### config.mk
export PLATFORM = sky130hd
export DESIGN_NAME = adc_bus_ctrl
export DESIGN_NICKNAME = d
export VERILOG_FILES = /design/src/rtl/adc_bus_pkg.sv /design/src/rtl/adc_strobe_decode.sv /design/src/rtl/adc_conv_timer.sv /design/src/rtl/adc_result_latch.sv /design/src/rtl/adc_bus_ctrl.sv
export SDC_FILE = /design/constraint.sdc
export NUM_CORES = 1
export LEC_CHECK = 0
export BUFFER_PORTS_ARGS = -buffer_cell sky130_fd_sc_hd__buf_2
export CAP_MARGIN = 25
export CORE_MARGIN = 5
export CORE_UTILIZATION = 52
export DETAILED_ROUTE_END_ITERATION = 16
export GPL_ROUTABILITY_DRIVEN = 0
export GPL_TIMING_DRIVEN = 0
export HOLD_SLACK_MARGIN = 0.02
export PLACE_DENSITY = 0.73
export SLEW_MARGIN = 25
export SYNTH_ARGS = -nofsm -noshare
export SYNTH_HDL_FRONTEND = slang
export SYNTH_SLANG_ARGS = --single-unit
export TNS_END_PERCENT = 30
### constraint.sdc
create_clock -name clk -period 1.5 [get_ports clk]
set_input_delay 0.3 -clock clk [delete_from_list [all_inputs] [get_ports clk]]
set_output_delay 0.3 -clock clk [all_outputs]
set_load 0.01 [all_outputs]
### src/rtl/adc_bus_pkg.sv
package adc_bus_pkg;

  typedef enum logic {
    MODE_READ       = 1'b0,
    MODE_WRITE_READ = 1'b1
  } conv_mode_e;

  typedef struct packed {
    logic rd_fall;
    logic rd_rise;
    logic wr_rise;
    logic cs_fall;
    logic rd_low;
  } strobe_evt_t;

endpackage

### src/rtl/adc_strobe_decode.sv
module adc_strobe_decode
  import adc_bus_pkg::*;
(
  input  logic        clk,
  input  logic        rst,
  input  logic        cs_n,
  input  logic        rd_n,
  input  logic        wr_n,
  output strobe_evt_t evt
);

  logic rd_eff, wr_eff;
  logic rd_prev_q, wr_prev_q, cs_prev_q;

  // chip select gates both strobes
  assign rd_eff = cs_n | rd_n;
  assign wr_eff = cs_n | wr_n;

  always_ff @(posedge clk) begin
    if (rst) begin
      rd_prev_q <= 1'b1;
      wr_prev_q <= 1'b1;
      cs_prev_q <= 1'b1;
    end else begin
      rd_prev_q <= rd_eff;
      wr_prev_q <= wr_eff;
      cs_prev_q <= cs_n;
    end
  end

  always_comb begin
    evt.rd_fall = rd_prev_q & ~rd_eff;
    evt.rd_rise = ~rd_prev_q & rd_eff;
    evt.wr_rise = ~wr_prev_q & wr_eff;
    evt.cs_fall = cs_prev_q & ~cs_n;
    evt.rd_low  = ~rd_eff;
  end

endmodule

### src/rtl/adc_conv_timer.sv
module adc_conv_timer #(
  parameter int CONV_CYCLES = 8
) (
  input  logic clk,
  input  logic rst,
  input  logic start,
  output logic busy,
  output logic done
);

  localparam int CNT_W = (CONV_CYCLES > 1) ? $clog2(CONV_CYCLES) : 1;
  localparam logic [CNT_W-1:0] LAST = CNT_W'(CONV_CYCLES - 1);

  logic [CNT_W-1:0] cnt_q;
  logic             busy_q;

  always_ff @(posedge clk) begin
    if (rst) begin
      busy_q <= 1'b0;
      cnt_q  <= '0;
    end else if (start && !busy_q) begin
      busy_q <= 1'b1;
      cnt_q  <= LAST;
    end else if (busy_q) begin
      if (cnt_q == '0) busy_q <= 1'b0;
      else             cnt_q  <= cnt_q - 1'b1;
    end
  end

  assign busy = busy_q;
  assign done = busy_q && (cnt_q == '0);

endmodule

### src/rtl/adc_result_latch.sv
module adc_result_latch #(
  parameter int DATA_W = 8
) (
  input  logic              clk,
  input  logic              rst,
  input  logic              capture,
  input  logic              load,
  input  logic [DATA_W-1:0] sample_in,
  input  logic              over_in,
  output logic [DATA_W-1:0] data_q,
  output logic              ofl_n
);

  logic [DATA_W-1:0] cap_sample_q;
  logic              cap_over_q;
  logic [DATA_W-1:0] sat_value;

  always_ff @(posedge clk) begin
    if (rst) begin
      cap_sample_q <= '0;
      cap_over_q   <= 1'b0;
    end else if (capture) begin
      cap_sample_q <= sample_in;
      cap_over_q   <= over_in;
    end
  end

  // each bit forced high when the captured value was over range
  for (genvar b = 0; b < DATA_W; b++) begin : g_sat
    assign sat_value[b] = cap_sample_q[b] | cap_over_q;
  end

  always_ff @(posedge clk) begin
    if (rst) begin
      data_q <= '0;
      ofl_n  <= 1'b1;
    end else if (load) begin
      data_q <= sat_value;
      ofl_n  <= ~cap_over_q;
    end
  end

endmodule

### src/rtl/adc_bus_ctrl.sv
module adc_bus_ctrl
  import adc_bus_pkg::*;
#(
  parameter int DATA_W      = 8,
  parameter int CONV_CYCLES = 8
) (
  input  logic              clk,
  input  logic              rst,
  input  logic              mode,
  input  logic              cs_n,
  input  logic              rd_n,
  input  logic              wr_n,
  input  logic [DATA_W-1:0] sample_in,
  input  logic              over_in,
  output logic [DATA_W-1:0] bus_data,
  output logic              bus_oe,
  output logic              int_n,
  output logic              rdy_drive_low,
  output logic              ofl_n
);

  strobe_evt_t evt;
  conv_mode_e  mode_sel;
  logic        conv_busy, conv_done, start_evt;

  assign mode_sel = conv_mode_e'(mode);

  adc_strobe_decode u_decode (
    .clk  (clk),
    .rst  (rst),
    .cs_n (cs_n),
    .rd_n (rd_n),
    .wr_n (wr_n),
    .evt  (evt)
  );

  // start event depends on the selected handshake; ignored while running
  assign start_evt = !conv_busy &&
                     ((mode_sel == MODE_WRITE_READ) ? evt.wr_rise : evt.rd_fall);

  adc_conv_timer #(.CONV_CYCLES(CONV_CYCLES)) u_timer (
    .clk   (clk),
    .rst   (rst),
    .start (start_evt),
    .busy  (conv_busy),
    .done  (conv_done)
  );

  adc_result_latch #(.DATA_W(DATA_W)) u_latch (
    .clk       (clk),
    .rst       (rst),
    .capture   (start_evt),
    .load      (conv_done),
    .sample_in (sample_in),
    .over_in   (over_in),
    .data_q    (bus_data),
    .ofl_n     (ofl_n)
  );

  always_ff @(posedge clk) begin
    if (rst) begin
      int_n         <= 1'b1;
      rdy_drive_low <= 1'b0;
      bus_oe        <= 1'b0;
    end else begin
      if (conv_done)                       int_n <= 1'b0;
      else if (start_evt || evt.rd_rise)   int_n <= 1'b1;

      if (conv_done)                                         rdy_drive_low <= 1'b0;
      else if ((mode_sel == MODE_READ) && evt.cs_fall)       rdy_drive_low <= 1'b1;
      else if (cs_n && !conv_busy)                           rdy_drive_low <= 1'b0;

      bus_oe <= evt.rd_low && !start_evt && (!conv_busy || conv_done);
    end
  end

endmodule

# == Word level (Yosys, flattened, before mapping) ==
# Index checks and enable logic that the tools add are counted.
# word_totals
ff_bits,28
output_inout_bits,12
# op_classes
n_addsub,1
n_eq_ne,1
muxes,11
bitwise,20
reduce_logical,17
# ops
operator,count
$or 1x1->1,10
$mux 3,3
$mux 1,8
$logic_and 1x1->1,7
$not 1->1,6
$reduce_bool 2->1,3
$and 1x1->1,4
$logic_not 3->1,1
$sub 3x1->3 const B,1
$logic_not 1->1,2
$logic_or 1x1->1,2
$ne 2x1->1 const B,1
$reduce_and 2->1,1
$reduce_or 2->1,1

# == Logic depth before layout (Yosys ltp) ==
# depth
word_depth,8
depth_mapped,7
mapped_depth_nobuf,6

# == Cells and area by module ==
# From an unflattened synthesis, not the netlist that was laid out.
# unflattened
hier_cells,116
hier_area_um2,1137.3
# modules_own_cells
module,instances,cells_per_inst,area_per_inst_um2,seq_area_each_um2
adc_result_latch,1,69,683.2,360.3
adc_conv_timer,1,21,196.4,80.1
adc_bus_ctrl,1,15,138.9,60.1
adc_strobe_decode,1,11,118.9,60.1

# == Worst setup path before layout ==
# No wires, ideal clock.
# synth_timing
kind,register -> register
startpoint,register u_timer.cnt_q[0]
endpoint,register u_latch.data_q[0]
setup_ps,131
arrival_time_ps,1178
required_ps,1369
setup_slack_ps,191
stages_incl_launch_ff,8
n_path_buf,1
path_cell_list,dfxtp_1 inv_1 ha_1 nand2b_1 or2_1 clkbuf_1 nor3_1 nor3_1
# synth_between
elab_chain_len,2
# synth_lines
element,line_no,source
"start, declared",adc_conv_timer.sv:14,logic [CNT_W-1:0] cnt_q;
"start signal, assigned",adc_conv_timer.sv:26,else cnt_q <= cnt_q - 1'b1;
$logic_not 3->1,adc_conv_timer.sv:31,assign done = busy_q && (cnt_q == '0);
$logic_and 1x1->1,adc_conv_timer.sv:31,
"end signal, assigned",adc_result_latch.sv:38,data_q <= sat_value;
"end, declared",adc_result_latch.sv:10,"output logic [DATA_W-1:0] data_q,"
# No other way between the ends.
# A chain may end at the register's enable or synchronous reset.

# == Worst setup path after layout ==
# layout_timing
startpoint,register u_timer.cnt_q[0]
endpoint,register u_latch.data_q[2]
# The elaborated chain is that of the path after synthesis.

==> metrics.yaml <==
outcome: "complete, no violations"
hpwlAfterDp_um: 1820
area_growth_pct: 18.3
drv_cap: 0
criticalPathCategory: "register to register"
crit_path_max_fanout: 10
finalCritPeriodShare_pct: 90.3
detail-route-antenna-nets: 0
vias: 979
antennaDiodeCount: 0
grt_antenna_before_repair: 0
critPathSlowestCell: "dfxtp_1"
cts_hold_buf: 0
rsz0062_at_grt: "false"
cts_tree: "built"
dieWidth_um: 58.3
finalNetCount: 173
layout_min_cycle_time_ns: 1.36
htree_levels: 1
hold_path_class: "input pin to register"
io_buffer_count: 25
rows: 17
final_cell_mix: "28 x dfxtp_1, 27 x buf_2, 19 x nor3_1"
drive_above_1_share_pct: 41.3
final_util_pct: 64.8
io_pins: 27
placed_area_um2: 1370
dieHeight_um: 58.3
cts_made_buffers: 3
dieArea_um2: 3390
ys_warn_count: 0
drc: 0
clock_path_buffers: 2
clk_latency_ns: 0.32
slew_headroom_pct: 53.4
required_ns: 1.75
timing.final.ws_setup_ns: 0.145
vias_per_cell: 5.35
slowest_delay_ns: 0.35
clk_pin_slew_ns: 0.15
cts_resized: 0
pre_cts_ws_ns: -0.0281
initial_core_util_pct: 54.8
hold_viol: 0
reg2reg_to: "u_latch.data_q[2]"
synth-seq-area-share_pct: 46.3
crit_path_start_kind: "register"
cts.sinks: 28
mostFrequentLayoutCell: "dfxtp_1"
tightestPinTransition_ns: 0.698
grt_pass1_wl_um: 4080
setup_viol: 0
worstHoldStart: "wr_n"
p_leak_nw: 0.566
ys_ff_latch: 28
worstPathArrival_ns: 1.61
grt_pass1_vias: 938
fin_area_um2: 1430
cts_setup_buffers: 0
slew_viol_final: 0
ys_types: 30
cp-startpoint: "u_timer.cnt_q[0]"
synth_area_um2: 1210
clock-root-buffer: "clkbuf_4"
vdd_drop_max_mv: 0.574
routed_wl_um: 2370
cp-end-kind: "register"
syn_avg_cell_area_um2: 9.54
r2r-start: "u_timer.cnt_q[0]"
grt_max_degree: 17
cp-endpoint: "u_latch.data_q[2]"
grt_overflow: 0
drt-pass1-iter-count: 4
first_iter_violations: 20
synth_cells: 127
path_cells: "inv_1 -> ha_1 -> nand2b_1 -> nor2_2 -> buf_6 -> nor2_1 -> nor3_1"
grtUsageTotal_pct: 15.2
total_power_w: 0.00156
reg2reg_slack_ns: 0.14
fmax_ghz: 0.738
fp.coreArea_um2: 2210
detail_route.wl_per_cell_um: 13.0
cellPowerDensity_nw_per_um2: 1090
mappedNetlistNets: 144
clock_skew_ns: 0.00423
reg2reg_depth: 7
cell type report:
type	instances	area, um2
clock inverters	1	30.0
fillers	203	779
plain buffers	8	51.3
inverters	5	18.8
multi-input cells	85	589
well taps	28	35.0
repair buffers	25	125
flip-flops and latches	28	561
clock buffers	3	22.5
metrics by stage:
stage	std cells	TNS, ns	hold slack [ns]
6_report	183	0	0.170
5_1_grt	183	0	0.154
4_1_cts	183	0	0.167
3_5_place_dp	180	-0.165	0.459
3_3_place_gp	180	0	0.451
2_1_floorplan	127	0	0.407
critical path: cells and delay by family, from the launching register on:
kind / cells / cell delay (ns)
fa+ha+maj: 1 / 0.16
buf+inv: 2 / 0.24
flops: 1 / 0.35
simple gates: 4 / 0.51
worst min path at each step:
stage                               to  depth (start not counted)
finish              u_decode.wr_prev_q                          2
global route        u_decode.wr_prev_q                          2
CTS                 u_decode.wr_prev_q                          2
detailed placement    u_timer.cnt_q[1]                          1
global placement      u_timer.cnt_q[1]                          1
floorplan           u_decode.cs_prev_q                          1
Yosys cell counts (all sizes together):
cell | n | area, um2
a2111oi | 1 | 8.76
a21oi | 12 | 97.6
o21ai | 9 | 45.0
nand2 | 3 | 18.8
buf | 5 | 33.8
nand2b | 1 | 6.26
a22oi | 1 | 12.5
a31oi | 3 | 25.0
dfxtp | 28 | 561
a311oi | 1 | 15.0
nor4b | 1 | 23.8
or3 | 2 | 15.0
a31o | 1 | 8.76
clkbuf | 4 | 15.0
nor3 | 19 | 95.1
o21a | 2 | 15.0
inv | 5 | 18.8
ha | 2 | 25.0
nand3 | 9 | 90.1
or2 | 3 | 21.3
o211ai | 1 | 7.51
nor2 | 14 | 52.6
state kept, by name, indices dropped and copies added (netlist names):
register and cells:
u_decode.wr_prev_q 1, u_latch.cap_over_q 1, u_timer.cnt_q 3, u_latch.data_q 8
u_timer.busy 1, u_latch.ofl_n 1, int_n 1, u_decode.cs_prev_q 1
u_decode.rd_prev_q 1, rdy_drive_low 1, u_latch.cap_sample_q 8, bus_oe 1
cell families after synthesis:
kind of cell | count (synthesis) | synth area share, %
fa+ha+maj | 2 | 2.07
buf+inv | 14 | 5.58
compound gates | 31 | 19.4
simple gates | 52 | 26.7
flops | 28 | 46.3
report_power, final:
part	switching [W]	total, W	internal, W
combinational	0.000150	0.000257	0.000106
sequential	0.0000247	0.000816	0.000791
clock	0.000220	0.000490	0.000270
metal layers:
| layer | track usage, % | part of all wire (%) | vias up |
|---|---|---|---|
| met1 | 21.4 | 47 | 445 |
| met2 | 23.8 | 48 | 23 |
| met5 | 0 | 0 | - |
| met3 | 2.67 | 4.3 | 4 |
| met4 | 3.97 | 0.93 | 0 |
| li1 | - | - | 507 |
Power figures use the tool's default switching activity.
